<file path="config.mk">
export PLATFORM = sky130hd
export DESIGN_NAME = bank_guard
export DESIGN_NICKNAME = d
export VERILOG_FILES = /design/src/rtl/bank_guard_pkg.sv /design/src/rtl/bank_guard_bank.sv /design/src/rtl/bank_guard_timers.sv /design/src/rtl/bank_guard_ctrl.sv /design/src/rtl/bank_guard.sv
export SDC_FILE = /design/constraint.sdc
export NUM_CORES = 1
export LEC_CHECK = 0
export ABC_AREA = 1
export ABC_CLOCK_PERIOD_IN_PS = 2900
export BUFFER_PORTS_ARGS = -buffer_cell sky130_fd_sc_hd__clkbuf_2
export CAP_MARGIN = 25
export CORE_UTILIZATION = 40
export DETAILED_ROUTE_END_ITERATION = 12
export SLEW_MARGIN = 20
export SYNTH_ARGS = -nofsm -noshare
export SYNTH_HDL_FRONTEND = slang
export SYNTH_SLANG_ARGS = --single-unit
export TNS_END_PERCENT = 20
</file>
<file path="constraint.sdc">
create_clock -name clk -period 2.9 [get_ports clk]
set_clock_uncertainty 0.05 [all_clocks]
set_input_delay 0.145 -clock clk [delete_from_list [all_inputs] [get_ports clk]]
set_output_delay 0.145 -clock clk [all_outputs]
set_load 0.01 [all_outputs]
</file>
<file path="src/rtl/bank_guard_pkg.sv">
package bank_guard_pkg;

  typedef enum logic [1:0] {
    CMD_ACT  = 2'd0,
    CMD_READ = 2'd1,
    CMD_PRE  = 2'd2,
    CMD_NONE = 2'd3
  } cmdKind_e;

  // Issue strobes from the control to the per-bank timers.
  typedef struct packed {
    logic act;
    logic rd;
    logic pre;
  } cmdStrobe_t;

endpackage

</file>
<file path="src/rtl/bank_guard_bank.sv">
module bank_guard_bank #(
  parameter int T_RCD = 7,
  parameter int T_RAS = 18,
  parameter int T_RTP = 4,
  parameter int T_RP  = 7
) (
  input  logic clk,
  input  logic rstN,
  input  logic doAct,
  input  logic doRd,
  input  logic doPre,
  output logic actOk,
  output logic rdOk,
  output logic preOk
);
  localparam int MAX_A = (T_RCD > T_RAS) ? T_RCD : T_RAS;
  localparam int MAX_B = (T_RTP > T_RP) ? T_RTP : T_RP;
  localparam int MAX_T = (MAX_A > MAX_B) ? MAX_A : MAX_B;
  localparam int CNT_W = (MAX_T < 2) ? 1 : $clog2(MAX_T);

  localparam logic [CNT_W-1:0] RCD_LOAD = CNT_W'(T_RCD - 1);
  localparam logic [CNT_W-1:0] RAS_LOAD = CNT_W'(T_RAS - 1);
  localparam logic [CNT_W-1:0] RTP_LOAD = CNT_W'(T_RTP - 1);
  localparam logic [CNT_W-1:0] RP_LOAD  = CNT_W'(T_RP - 1);

  logic             rowOpen;
  logic [CNT_W-1:0] rcdCnt, rasCnt, rtpCnt, rpCnt;

  function automatic logic [CNT_W-1:0] satDec(input logic [CNT_W-1:0] v);
    return (v == '0) ? v : v - 1'b1;
  endfunction

  always_ff @(posedge clk or negedge rstN) begin
    if (!rstN) begin
      rowOpen <= 1'b0;
      rcdCnt  <= '0;
      rasCnt  <= '0;
      rtpCnt  <= '0;
      rpCnt   <= '0;
    end else begin
      if (doAct)      rowOpen <= 1'b1;
      else if (doPre) rowOpen <= 1'b0;
      rcdCnt <= doAct ? RCD_LOAD : satDec(rcdCnt);
      rasCnt <= doAct ? RAS_LOAD : satDec(rasCnt);
      rtpCnt <= doRd  ? RTP_LOAD : satDec(rtpCnt);
      rpCnt  <= doPre ? RP_LOAD  : satDec(rpCnt);
    end
  end

  assign actOk = !rowOpen && (rpCnt == '0);
  assign rdOk  = rowOpen && (rcdCnt == '0);
  assign preOk = rowOpen && (rasCnt == '0) && (rtpCnt == '0);

endmodule

</file>
<file path="src/rtl/bank_guard_timers.sv">
module bank_guard_timers
  import bank_guard_pkg::*;
#(
  parameter int NUM_BANKS = 4,
  parameter int T_RCD     = 7,
  parameter int T_RAS     = 18,
  parameter int T_RTP     = 4,
  parameter int T_RP      = 7,
  localparam int BANK_W   = $clog2(NUM_BANKS)
) (
  input  logic                 clk,
  input  logic                 rstN,
  input  cmdStrobe_t           strobe,
  input  logic [BANK_W-1:0]    cmdBank,
  output logic [NUM_BANKS-1:0] actOk,
  output logic [NUM_BANKS-1:0] rdOk,
  output logic [NUM_BANKS-1:0] preOk
);
  for (genvar b = 0; b < NUM_BANKS; b++) begin : gBank
    logic hit;
    assign hit = (cmdBank == BANK_W'(b));

    bank_guard_bank #(
      .T_RCD(T_RCD), .T_RAS(T_RAS), .T_RTP(T_RTP), .T_RP(T_RP)
    ) uBank (
      .clk   (clk),
      .rstN  (rstN),
      .doAct (hit && strobe.act),
      .doRd  (hit && strobe.rd),
      .doPre (hit && strobe.pre),
      .actOk (actOk[b]),
      .rdOk  (rdOk[b]),
      .preOk (preOk[b])
    );
  end

endmodule

</file>
<file path="src/rtl/bank_guard_ctrl.sv">
module bank_guard_ctrl
  import bank_guard_pkg::*;
#(
  parameter int NUM_BANKS = 4,
  localparam int BANK_W   = $clog2(NUM_BANKS)
) (
  input  logic                 cmdValid,
  input  logic [1:0]           cmdKind,
  input  logic [BANK_W-1:0]    cmdBank,
  input  logic [NUM_BANKS-1:0] actOk,
  input  logic [NUM_BANKS-1:0] rdOk,
  input  logic [NUM_BANKS-1:0] preOk,
  output cmdStrobe_t           strobe,
  output logic                 cmdError
);
  cmdKind_e kind;
  logic     isCmd;
  logic     allowed;

  always_comb begin
    kind    = cmdKind_e'(cmdKind);
    isCmd   = cmdValid && (kind != CMD_NONE);
    allowed = 1'b0;
    case (kind)
      CMD_ACT:  allowed = actOk[cmdBank];
      CMD_READ: allowed = rdOk[cmdBank];
      CMD_PRE:  allowed = preOk[cmdBank];
      default:  allowed = 1'b0;
    endcase
    strobe     = '0;
    strobe.act = isCmd && allowed && (kind == CMD_ACT);
    strobe.rd  = isCmd && allowed && (kind == CMD_READ);
    strobe.pre = isCmd && allowed && (kind == CMD_PRE);
    cmdError   = isCmd && !allowed;
  end

endmodule

</file>
<file path="src/rtl/bank_guard.sv">
module bank_guard
  import bank_guard_pkg::*;
#(
  parameter int NUM_BANKS = 4,
  parameter int T_RCD     = 7,
  parameter int T_RAS     = 18,
  parameter int T_RTP     = 4,
  parameter int T_RP      = 7,
  localparam int BANK_W   = $clog2(NUM_BANKS)
) (
  input  logic                 clk,
  input  logic                 rstN,
  input  logic                 cmdValid,
  input  logic [1:0]           cmdKind,
  input  logic [BANK_W-1:0]    cmdBank,
  output logic [NUM_BANKS-1:0] actOk,
  output logic [NUM_BANKS-1:0] rdOk,
  output logic [NUM_BANKS-1:0] preOk,
  output logic                 cmdError
);
  cmdStrobe_t strobe;

  bank_guard_ctrl #(.NUM_BANKS(NUM_BANKS)) uCtrl (
    .cmdValid (cmdValid),
    .cmdKind  (cmdKind),
    .cmdBank  (cmdBank),
    .actOk    (actOk),
    .rdOk     (rdOk),
    .preOk    (preOk),
    .strobe   (strobe),
    .cmdError (cmdError)
  );

  bank_guard_timers #(
    .NUM_BANKS(NUM_BANKS), .T_RCD(T_RCD), .T_RAS(T_RAS),
    .T_RTP(T_RTP), .T_RP(T_RP)
  ) uTimers (
    .clk     (clk),
    .rstN    (rstN),
    .strobe  (strobe),
    .cmdBank (cmdBank),
    .actOk   (actOk),
    .rdOk    (rdOk),
    .preOk   (preOk)
  );

endmodule

</file>
==> flow_summary.ini <==
[outcome]
outcome = finished, final reports clean

[setup_path]
r2r_cells = 13
path_class = register to register
critPathLaunchType = register
end_kind = register
crit_required_ps = 3070
crit_fanout = 13
reg2reg_slack_ps = 320
worstPathArrival_ps = 2750

[global_route]
grt_antenna_before_repair = 0
grt_max_degree = 43
grt_usage_pct = 15.7
grt-ovfl-total = 0
first_global_vias = 3649
grt_pass1_wl_mm = 16.0

[floorplan]
die_h_um = 114
die_area_mm2 = 0.0130
core_mm2 = 0.0121
pin_count = 20
initial_core_util_pct = 41.5
die_x_um = 114
rows = 40

[clock_tree]
cts_inserted_buffers = 9
ctsLongestPathBuffers = 2
cts_num_sinks = 84
post_cts_resized = 0
cts_max_level = 3
clkSlewWorstSetupHoldPaths_ps = 60
cts_tree = yes
clk_latency_ps = 340
cts_root_buffer = clkbuf_16

[job]
drv_cap = 0

[placement]
routabilityCongestion = 0.795
dpl.hpwl_mm = 6.79
dpl_cell_area_mm2 = 0.00524
post-place-ws_ps = 262
dp.cells = 812
port_buffers = 19

[routing]
drc = 0
wl_per_cell_um = 11.1
vias_per_cell = 4.59
wl_mm = 9.21
first_pass_iters = 4
vias = 3806
drtIter0Drc = 157
antenna_left = 0

[synthesis]
synth_nets = 677
synth_cell_types = 26
syn-cell-area_mm2 = 0.00503
syn_avg_cell_area_um2 = 7.88
seq_area_frac_synth_pct = 41.8
synth-seq-cells = 84
syn-instance-count = 638
yosysWarnings = 0

[sta]
worst_slack_ps = 322
drv_slew = 0
hold_violations = 0
setup_viol = 0
finalCritPeriodShare_pct = 88.9
tns_ps = 0
max_freq_mhz = 388
tightest_slew_ps = 529
layout_min_cycle_time_ps = 2580
relSlewSlack_pct = 64.7
rsz0062_at_grt = false

[power_and_ir_drop]
vdd_drop_max_mv = 0.566
p_per_area_mw_per_mm2 = 1070
leakage_nw = 3.15

[finish]
drive_above_1_share_pct = 11.2
design_area_mm2 = 0.00555
nets = 696
diodes = 0
syn2layout_area_growth_pct = 10.3
nFillCells = 1246
stdcell_count = 829

[hold_path]
min_path_type = input pin to register
min_path_cells = 4
final cells by class:
class	count	area (um^2)	share of cell area (%)
Multi-Input combinational cell	388	2240	40.4
Sequential cell	84	2100	37.9
Inverter	148	556	10.0
Clock buffer	14	284	5.12
Tap cell	168	210	3.79
Timing Repair Buffer	26	153	2.75
Clock inverter	1	5.00	0.0902
synth_stat cells:
library cell | instances | area [um^2]
nand4_2 | 9 | 113
a21oi_1 | 20 | 100
o21ai_2 | 2 | 17.5
nor3_2 | 2 | 20.0
o21ai_0 | 37 | 185
dfrtp_1 | 84 | 2100
nand3_1 | 27 | 135
nor2_1 | 53 | 199
nor3_1 | 12 | 60.1
buf_6 | 2 | 22.5
mux2i_1 | 1 | 10.0
nand3_2 | 2 | 20.0
inv_1 | 141 | 529
nor4_1 | 1 | 6.26
nor2_2 | 3 | 18.8
nor2_4 | 2 | 22.5
nand2_1 | 128 | 480
buf_2 | 4 | 20.0
xor2_1 | 20 | 175
ha_1 | 32 | 400
buf_4 | 12 | 90.1
nand2_2 | 5 | 31.3
or2_2 | 3 | 18.8
xnor2_1 | 18 | 158
nand4_1 | 11 | 68.8
inv_2 | 7 | 26.3
layer usage:
metal | vias to the layer above | part of all wire (%) | wire [um] | GRT usage [%]
met4 | 0 | 1.6 | 143 | 6.41
li1 | 1971 | - | - | -
met3 | 12 | 3.2 | 292 | 3.55
met1 | 1788 | 46 | 4280 | 19.4
met2 | 35 | 49 | 4490 | 26.6
met5 | - | 0 | 0 | 0
layout by cell type (no fill, tap or decap), drive strengths merged:
master / count
inv: 148
nand2: 133
dfrtp: 84
nor2: 58
o21ai: 39
ha: 32
clkbuf: 32
nand3: 29
xor2: 20
a21oi: 20
nand4: 20
xnor2: 18
nor3: 14
buf: 7
or2: 3
mux2i: 1
nor4: 1
clkinv: 1
dlygate4sd3: 1
cell families after synthesis:
| logic type | synth area share, % |
|---|---|
| adders and majority gates | 7.96 |
| DFF | 41.8 |
| xor gates and xnor gates | 6.62 |
| AOI/OAI and AO/OA | 6.02 |
| buffers and inverters | 13.7 |
| muxes | 0.199 |
| and+or+nand+nor | 23.7 |
report_power, final:
| part | leakage (nW) | total (mW) | internal [mW] | switching (mW) |
|---|---|---|---|---|
| sequential | 1.00 | 2.20 | 1.79 | 0.409 |
| clock | 0.145 | 1.11 | 0.668 | 0.440 |
| combinational | 2.00 | 2.65 | 1.13 | 1.52 |
| total | 3.15 | 5.96 | 3.59 | 2.37 |
sequential cells by signal, indices dropped and copies added, names as in the netlist:
name	flops
uTimers.gBank.uBank.rtpCnt	20
uTimers.gBank.uBank.rasCnt	20
uTimers.gBank.uBank.rpCnt	20
uTimers.gBank.uBank.rcdCnt	20
uTimers.gBank.uBank.rowOpen	4
what timing repair did:
| item | CTS | global route |
|---|---|---|
| endpoints found under the setup margin | 0 | 5 |
| hold buffers | 1 | 0 |
| setup buffers | 0 | 1 |
| hold endpoints to repair | 40 | 0 |
worst max-delay path, cell delays in order, from the launching register on:
cell	delay, ps
dfrtp_1	370
inv_1	110
ha_1	150
inv_1	40
nor2_1	100
nand2_1	140
nor3_2	280
nor2_1	70
nor2_1	100
nand2_1	60
nand2_2	260
nand4_1	440
nand2_1	200
inv_1	70
through the flow:
stage	hold WS (ps)	total power [mW]	utilization (%)
2_1_floorplan	-201	4.36	-
3_3_place_gp	118	4.75	43.3
3_5_place_dp	118	4.87	43.3
4_1_cts	224	6.04	45.8
5_1_grt	291	6.63	45.8
6_report	244	5.96	45.8
path summary, 6_finish.rpt:
check,from,end
max,uTimers.gBank[2].uBank.rtpCnt[0],uTimers.gBank[0].uBank.rcdCnt[3]
min,cmdBank[0],uTimers.gBank[2].uBank.rtpCnt[1]
max reg2reg,uTimers.gBank[2].uBank.rtpCnt[0],uTimers.gBank[0].uBank.rcdCnt[3]
min reg2reg,uTimers.gBank[0].uBank.rasCnt[0],uTimers.gBank[0].uBank.rasCnt[0]
max in group asynchronous,rstN,uTimers.gBank[1].uBank.rtpCnt[4]
min in group asynchronous,rstN,uTimers.gBank[3].uBank.rasCnt[0]
(Power assumes the default switching activity.)
